## src/rtl/wac_pkg.sv

```systemverilog
package wac_pkg;

    localparam int WAC_ADDR_W = 14;
    localparam int WAC_PAGE_W = 6;
    localparam int WAC_BYTE_W = 8;

    typedef enum logic [1:0] {
        OP_HOLD      = 2'd0,
        OP_LOAD      = 2'd1,
        OP_STEP_PAGE = 2'd2,
        OP_STEP_FLAT = 2'd3
    } wac_op_e;

endpackage

```

## src/rtl/wac_hi_stage.sv

```systemverilog
module wac_hi_stage #(
    parameter int HI_W   = 6,
    parameter int BYTE_W = 8
) (
    input  logic              clk,
    input  logic              rst_n,
    input  logic              ld_i,
    input  logic [BYTE_W-1:0] byte_i,
    output logic [HI_W-1:0]   hi_o
);

    typedef struct packed {
        logic [HI_W-1:0] hi;
    } stage_t;

    stage_t stage_d, stage_q;

    always_comb begin
        stage_d = stage_q;
        if (ld_i) begin
            // only the bits that reach the address are kept
            stage_d.hi = byte_i[HI_W-1:0];
        end
    end

    always_ff @(posedge clk) begin
        if (!rst_n) stage_q <= '0;
        else        stage_q <= stage_d;
    end

    assign hi_o = stage_q.hi;

endmodule

```

## src/rtl/wac_op_sel.sv

```systemverilog
module wac_op_sel
    import wac_pkg::*;
(
    input  logic    ld_lo_i,
    input  logic    inc_wr_i,
    input  logic    inc_rd_i,
    output wac_op_e op_o
);

    // fixed priority: load, then write step, then read step
    always_comb begin
        if (ld_lo_i)       op_o = OP_LOAD;
        else if (inc_wr_i) op_o = OP_STEP_PAGE;
        else if (inc_rd_i) op_o = OP_STEP_FLAT;
        else               op_o = OP_HOLD;
    end

endmodule

```

## src/rtl/wac_step.sv

```systemverilog
module wac_step #(
    parameter int ADDR_W = 14,
    parameter int PAGE_W = 6
) (
    input  logic [ADDR_W-1:0] addr_i,
    output logic [ADDR_W-1:0] page_next_o,
    output logic [ADDR_W-1:0] flat_next_o
);

    localparam logic [ADDR_W-1:0] ONE_A = ADDR_W'(1);
    localparam logic [PAGE_W-1:0] ONE_P = PAGE_W'(1);

    // full-width step; the carry out of the top bit is dropped
    assign flat_next_o = addr_i + ONE_A;

    generate
        if (PAGE_W < ADDR_W) begin : g_paged
            assign page_next_o = {addr_i[ADDR_W-1:PAGE_W],
                                  addr_i[PAGE_W-1:0] + ONE_P};
        end else begin : g_single_page
            assign page_next_o = flat_next_o;
        end
    endgenerate

endmodule

```

## src/rtl/word_addr_ctr.sv

```systemverilog
module word_addr_ctr
    import wac_pkg::*;
#(
    parameter int ADDR_W = WAC_ADDR_W,
    parameter int PAGE_W = WAC_PAGE_W,
    parameter int BYTE_W = WAC_BYTE_W
) (
    input  logic                       clk,
    input  logic                       rst_n,
    input  logic                       ld_hi_i,
    input  logic                       ld_lo_i,
    input  logic                       inc_wr_i,
    input  logic                       inc_rd_i,
    input  logic [BYTE_W-1:0]          addr_byte_i,
    output logic [ADDR_W-1:0]          addr_o,
    output logic [ADDR_W-PAGE_W-1:0]   row_o,
    output logic [PAGE_W-1:0]          col_o
);

    localparam int ROW_W = ADDR_W - PAGE_W;
    localparam int HI_W  = ADDR_W - BYTE_W;

    typedef struct packed {
        logic [ADDR_W-1:0] addr;
    } ctr_t;

    ctr_t              ctr_d, ctr_q;
    logic [HI_W-1:0]   hi_stage;
    wac_op_e           op;
    logic [ADDR_W-1:0] page_next;
    logic [ADDR_W-1:0] flat_next;

    wac_hi_stage #(
        .HI_W   (HI_W),
        .BYTE_W (BYTE_W)
    ) u_stage (
        .clk    (clk),
        .rst_n  (rst_n),
        .ld_i   (ld_hi_i),
        .byte_i (addr_byte_i),
        .hi_o   (hi_stage)
    );

    wac_op_sel u_sel (
        .ld_lo_i  (ld_lo_i),
        .inc_wr_i (inc_wr_i),
        .inc_rd_i (inc_rd_i),
        .op_o     (op)
    );

    wac_step #(
        .ADDR_W (ADDR_W),
        .PAGE_W (PAGE_W)
    ) u_step (
        .addr_i      (ctr_q.addr),
        .page_next_o (page_next),
        .flat_next_o (flat_next)
    );

    always_comb begin
        ctr_d = ctr_q;
        unique case (op)
            OP_LOAD:      ctr_d.addr = {hi_stage, addr_byte_i};
            OP_STEP_PAGE: ctr_d.addr = page_next;
            OP_STEP_FLAT: ctr_d.addr = flat_next;
            default:      ctr_d.addr = ctr_q.addr;
        endcase
    end

    always_ff @(posedge clk) begin
        if (!rst_n) ctr_q <= '0;
        else        ctr_q <= ctr_d;
    end

    assign addr_o = ctr_q.addr;
    assign row_o  = ctr_q.addr[ADDR_W-1:PAGE_W];
    assign col_o  = ctr_q.addr[PAGE_W-1:0];

    // ROW_W is kept for readers sizing the row port
    logic [ROW_W-1:0] row_unused;
    assign row_unused = row_o;

endmodule

```

## config.mk

```make
export PLATFORM = sky130hd
export DESIGN_NAME = word_addr_ctr
export DESIGN_NICKNAME = d
export VERILOG_FILES = /design/src/rtl/wac_pkg.sv /design/src/rtl/wac_hi_stage.sv /design/src/rtl/wac_op_sel.sv /design/src/rtl/wac_step.sv /design/src/rtl/word_addr_ctr.sv
export SDC_FILE = /design/constraint.sdc
export NUM_CORES = 1
export LEC_CHECK = 0
export BUFFER_PORTS_ARGS = -buffer_cell sky130_fd_sc_hd__clkbuf_2
export CAP_MARGIN = 5
export CORE_ASPECT_RATIO = 0.8
export CORE_MARGIN = 2
export CORE_UTILIZATION = 50
export DETAILED_ROUTE_END_ITERATION = 12
export PLACE_DENSITY = 0.83
export SETUP_SLACK_MARGIN = 0.05
export SKIP_LAST_GASP = 1
export SYNTH_ARGS = -nofsm -noshare
export SYNTH_HDL_FRONTEND = slang
export SYNTH_SLANG_ARGS = --single-unit
```

## constraint.sdc

```tcl
create_clock -name clk -period 4 [get_ports clk]
set_input_delay 0.8 -clock clk [delete_from_list [all_inputs] [get_ports clk]]
set_output_delay 0.8 -clock clk [all_outputs]
set_load 0.01 [all_outputs]
```

==> flow_summary.ini <==
[yosys]
avgSynthCellArea_sq_um = 8.93
ys_ff_latch = 20
synth_warnings = 0
syn_area_sq_mm = 0.00112
ys_types = 26
synthCells = 125
ys_seq_area_share_pct = 35.9
synth_nets = 140

[grt]
grt_pass1_wl_mm = 3.73
antenna_found_initial = 0
grt_overflow = 0
grt_start_max_net_pins = 25
grt_use_total_pct = 18.6
grt_pass1_vias = 870

[setup_path]
cp_num_buf_inv = 1
cp-end-kind = output pin
crit_family = flip-flops
reg2reg_slack_ps = 2480
arrival_ps = 990
cp.required_ps = 3200
critical_path.cell_chain = clkbuf_2
critPathKind = flop to output pin
path_max_fanout = 7
max_stage_delay_ps = 500
crit_slowest_cell = dfxtp_1
startpoint_type = flop

[detailed_routing]
via_per_inst = 5.31
drc = 0
wl_per_cell_um = 12.8
vias = 934
first_pass_iters = 4
drt-total-wl_mm = 2.26
first_iter_violations = 15
final_antenna_net_count = 0

[clock_network]
htree_levels = 1
cts_resized = 0
numClockSinks = 20
holdBufCountCts = 0
clk_latency_ps = 300
clk_pin_slew_ps = 110
cts_setup_buffers = 0
clk_path_buf_depth = 2
cts-buffers-inserted = 3
cts_tree = built
cts_root_buffer = clkbuf_4

[finish]
n_antenna_cell = 0
syn2layout_area_growth_pct = 14.8
final_nets = 167
utilization_pct = 59.9
drive_above_1_share_pct = 34.4

[floorplanning]
die_y_um = 46.3
die_width_um = 56.8
io_pins = 42
dieArea_sq_mm = 0.00263
coreArea_sq_mm = 0.00214
initial_utilization_pct = 52.2
rows = 15

[timing]
tns_ps = 0
slew-limit-headroom_pct = 58.5
fin_ws_ps = 2210
max_freq_ghz = 0.558
worst_pin_slew_ps = 622
finalHoldViolations = 0
setup_viol_count_final = 0
fin_crit_ps = 1790
post-route-period-util_pct = 44.8
hold_ws_ps = 536
slew_viol_final = 0
finClkSkew_ps = 2.88
rsz0062_at_grt = false

[power_and_ir_drop]
p_per_area_mw_per_mm2 = 366
p_leak_nw = 0.560
peakVddDrop_mv = 0.397

[placement]
preCtsSetupSlack_ps = 2040
place_congestion = 0.754
dp_hpwl_mm = 1.71
port_buffers = 41

[flow_run]
max-cap-violations = 0

[outcome]
status = completed

[hold_path]
hold_path_class = flop to flop
==> layout by cell type (no fill, tap or decap) <==
cell and instances:
clkbuf_2 41, dfxtp_1 20, o21ai_0 14, a21oi_1 9, nand2_1 7, xnor2_1 7
mux2i_1 7, nor2b_1 6, inv_1 5, xor2_1 4, nor4_2 3, nor3_1 3
nor2_1 3, nand3_1 3, clkbuf_4 3, o2111ai_1 2, a21o_1 2, a31oi_1 2
and2_1 2, nand4_4 1, nand4b_2 1, nand3b_1 1, nor4b_2 1, nor3_2 1
o211a_1 1, ha_1 1, bufinv_16 1
==> final timing paths <==
path,from,end,cells past startpoint
worst max-delay path,addr_o[1],addr_o[1],1
worst min-delay path,u_stage.hi_o[3],u_stage.hi_o[3],2
worst max register to register,addr_o[1],addr_o[10],5
worst min register to register,u_stage.hi_o[3],u_stage.hi_o[3],2
==> worst reg2reg max path: cells and delay by family (launching register included) <==
kind / cells / cell delay (ps)
and+or+nand+nor: 1 / 300
AOI/OAI and AO/OA: 1 / 80
DFF: 1 / 500
adders and majority gates: 1 / 250
buffers and inverters: 1 / 100
xor gates and xnor gates: 1 / 150
==> where the power goes <==
part           switching (mW)  internal (mW)
logic                  0.0405         0.0340
clock network          0.0632          0.101
registers              0.0169          0.212
total                   0.121          0.348
==> cells in the mapped netlist, drive strengths merged <==
cell,number,area (sq um)
o2111ai,2,17.5
xnor2,7,61.3
nor4,3,37.5
o211a,1,10.0
a21o,2,15.0
nand3,3,15.0
nor2b,6,37.5
clkbuf,5,18.8
nand4,1,21.3
nand2,7,26.3
nand3b,1,7.51
dfxtp,20,400
nor4b,1,15.0
buf,14,105
a21oi,9,45.0
xor2,4,35.0
and2,2,12.5
ha,1,12.5
o21ai,14,70.1
nor3,4,25.0
inv,5,18.8
nand4b,1,15.0
mux2i,7,70.1
a31oi,2,12.5
nor2,3,11.3
==> sequential cells by signal, indices dropped and copies added, names as in the netlist <==
register / flops
u_stage.hi_o: 6
addr_o: 14
==> area by class of cell <==
class | instances | area, sq um
Clock inverter | 1 | 30.0
Sequential cell | 20 | 400
Inverter | 5 | 18.8
Multi-Input combinational cell | 81 | 573
Tap cell | 25 | 31.3
Clock buffer | 3 | 22.5
Fill cell | 221 | 858
Timing Repair Buffer | 41 | 205
==> kinds of logic after synthesis <==
logic type / count (synthesis) / synth area share, %
flip-flops: 20 / 35.9
AO/OA/AOI/OAI: 30 / 15.2
adder cells (fa/ha/maj): 1 / 1.12
buffers and inverters: 24 / 12.8
AND/OR/NAND/NOR: 32 / 20.1
XOR/XNOR: 11 / 8.63
multiplexers: 7 / 6.28
==> per-stage QoR <==
stage               power [mW]  area, sq um  instances
floorplan                0.286         1120        125
global placement         0.306         1230        172
detailed placement       0.309         1230        172
CTS                      0.474         1280        176
global route             0.494         1280        176
finish                   0.468         1280        176
==> routing by layer <==
layer / wire length, um / up-vias / part of all wire, % / GRT usage [%]
met5: 0 / - / 0 / 0
met4: 0 / 0 / 0 / 4.19
met3: 174 / 0 / 7.7 / 6.18
met2: 1040 / 39 / 46 / 32.3
met1: 1040 / 423 / 46 / 22.8
li1: - / 472 / - / -
Note: power is estimated with default switching activity, not from simulation.
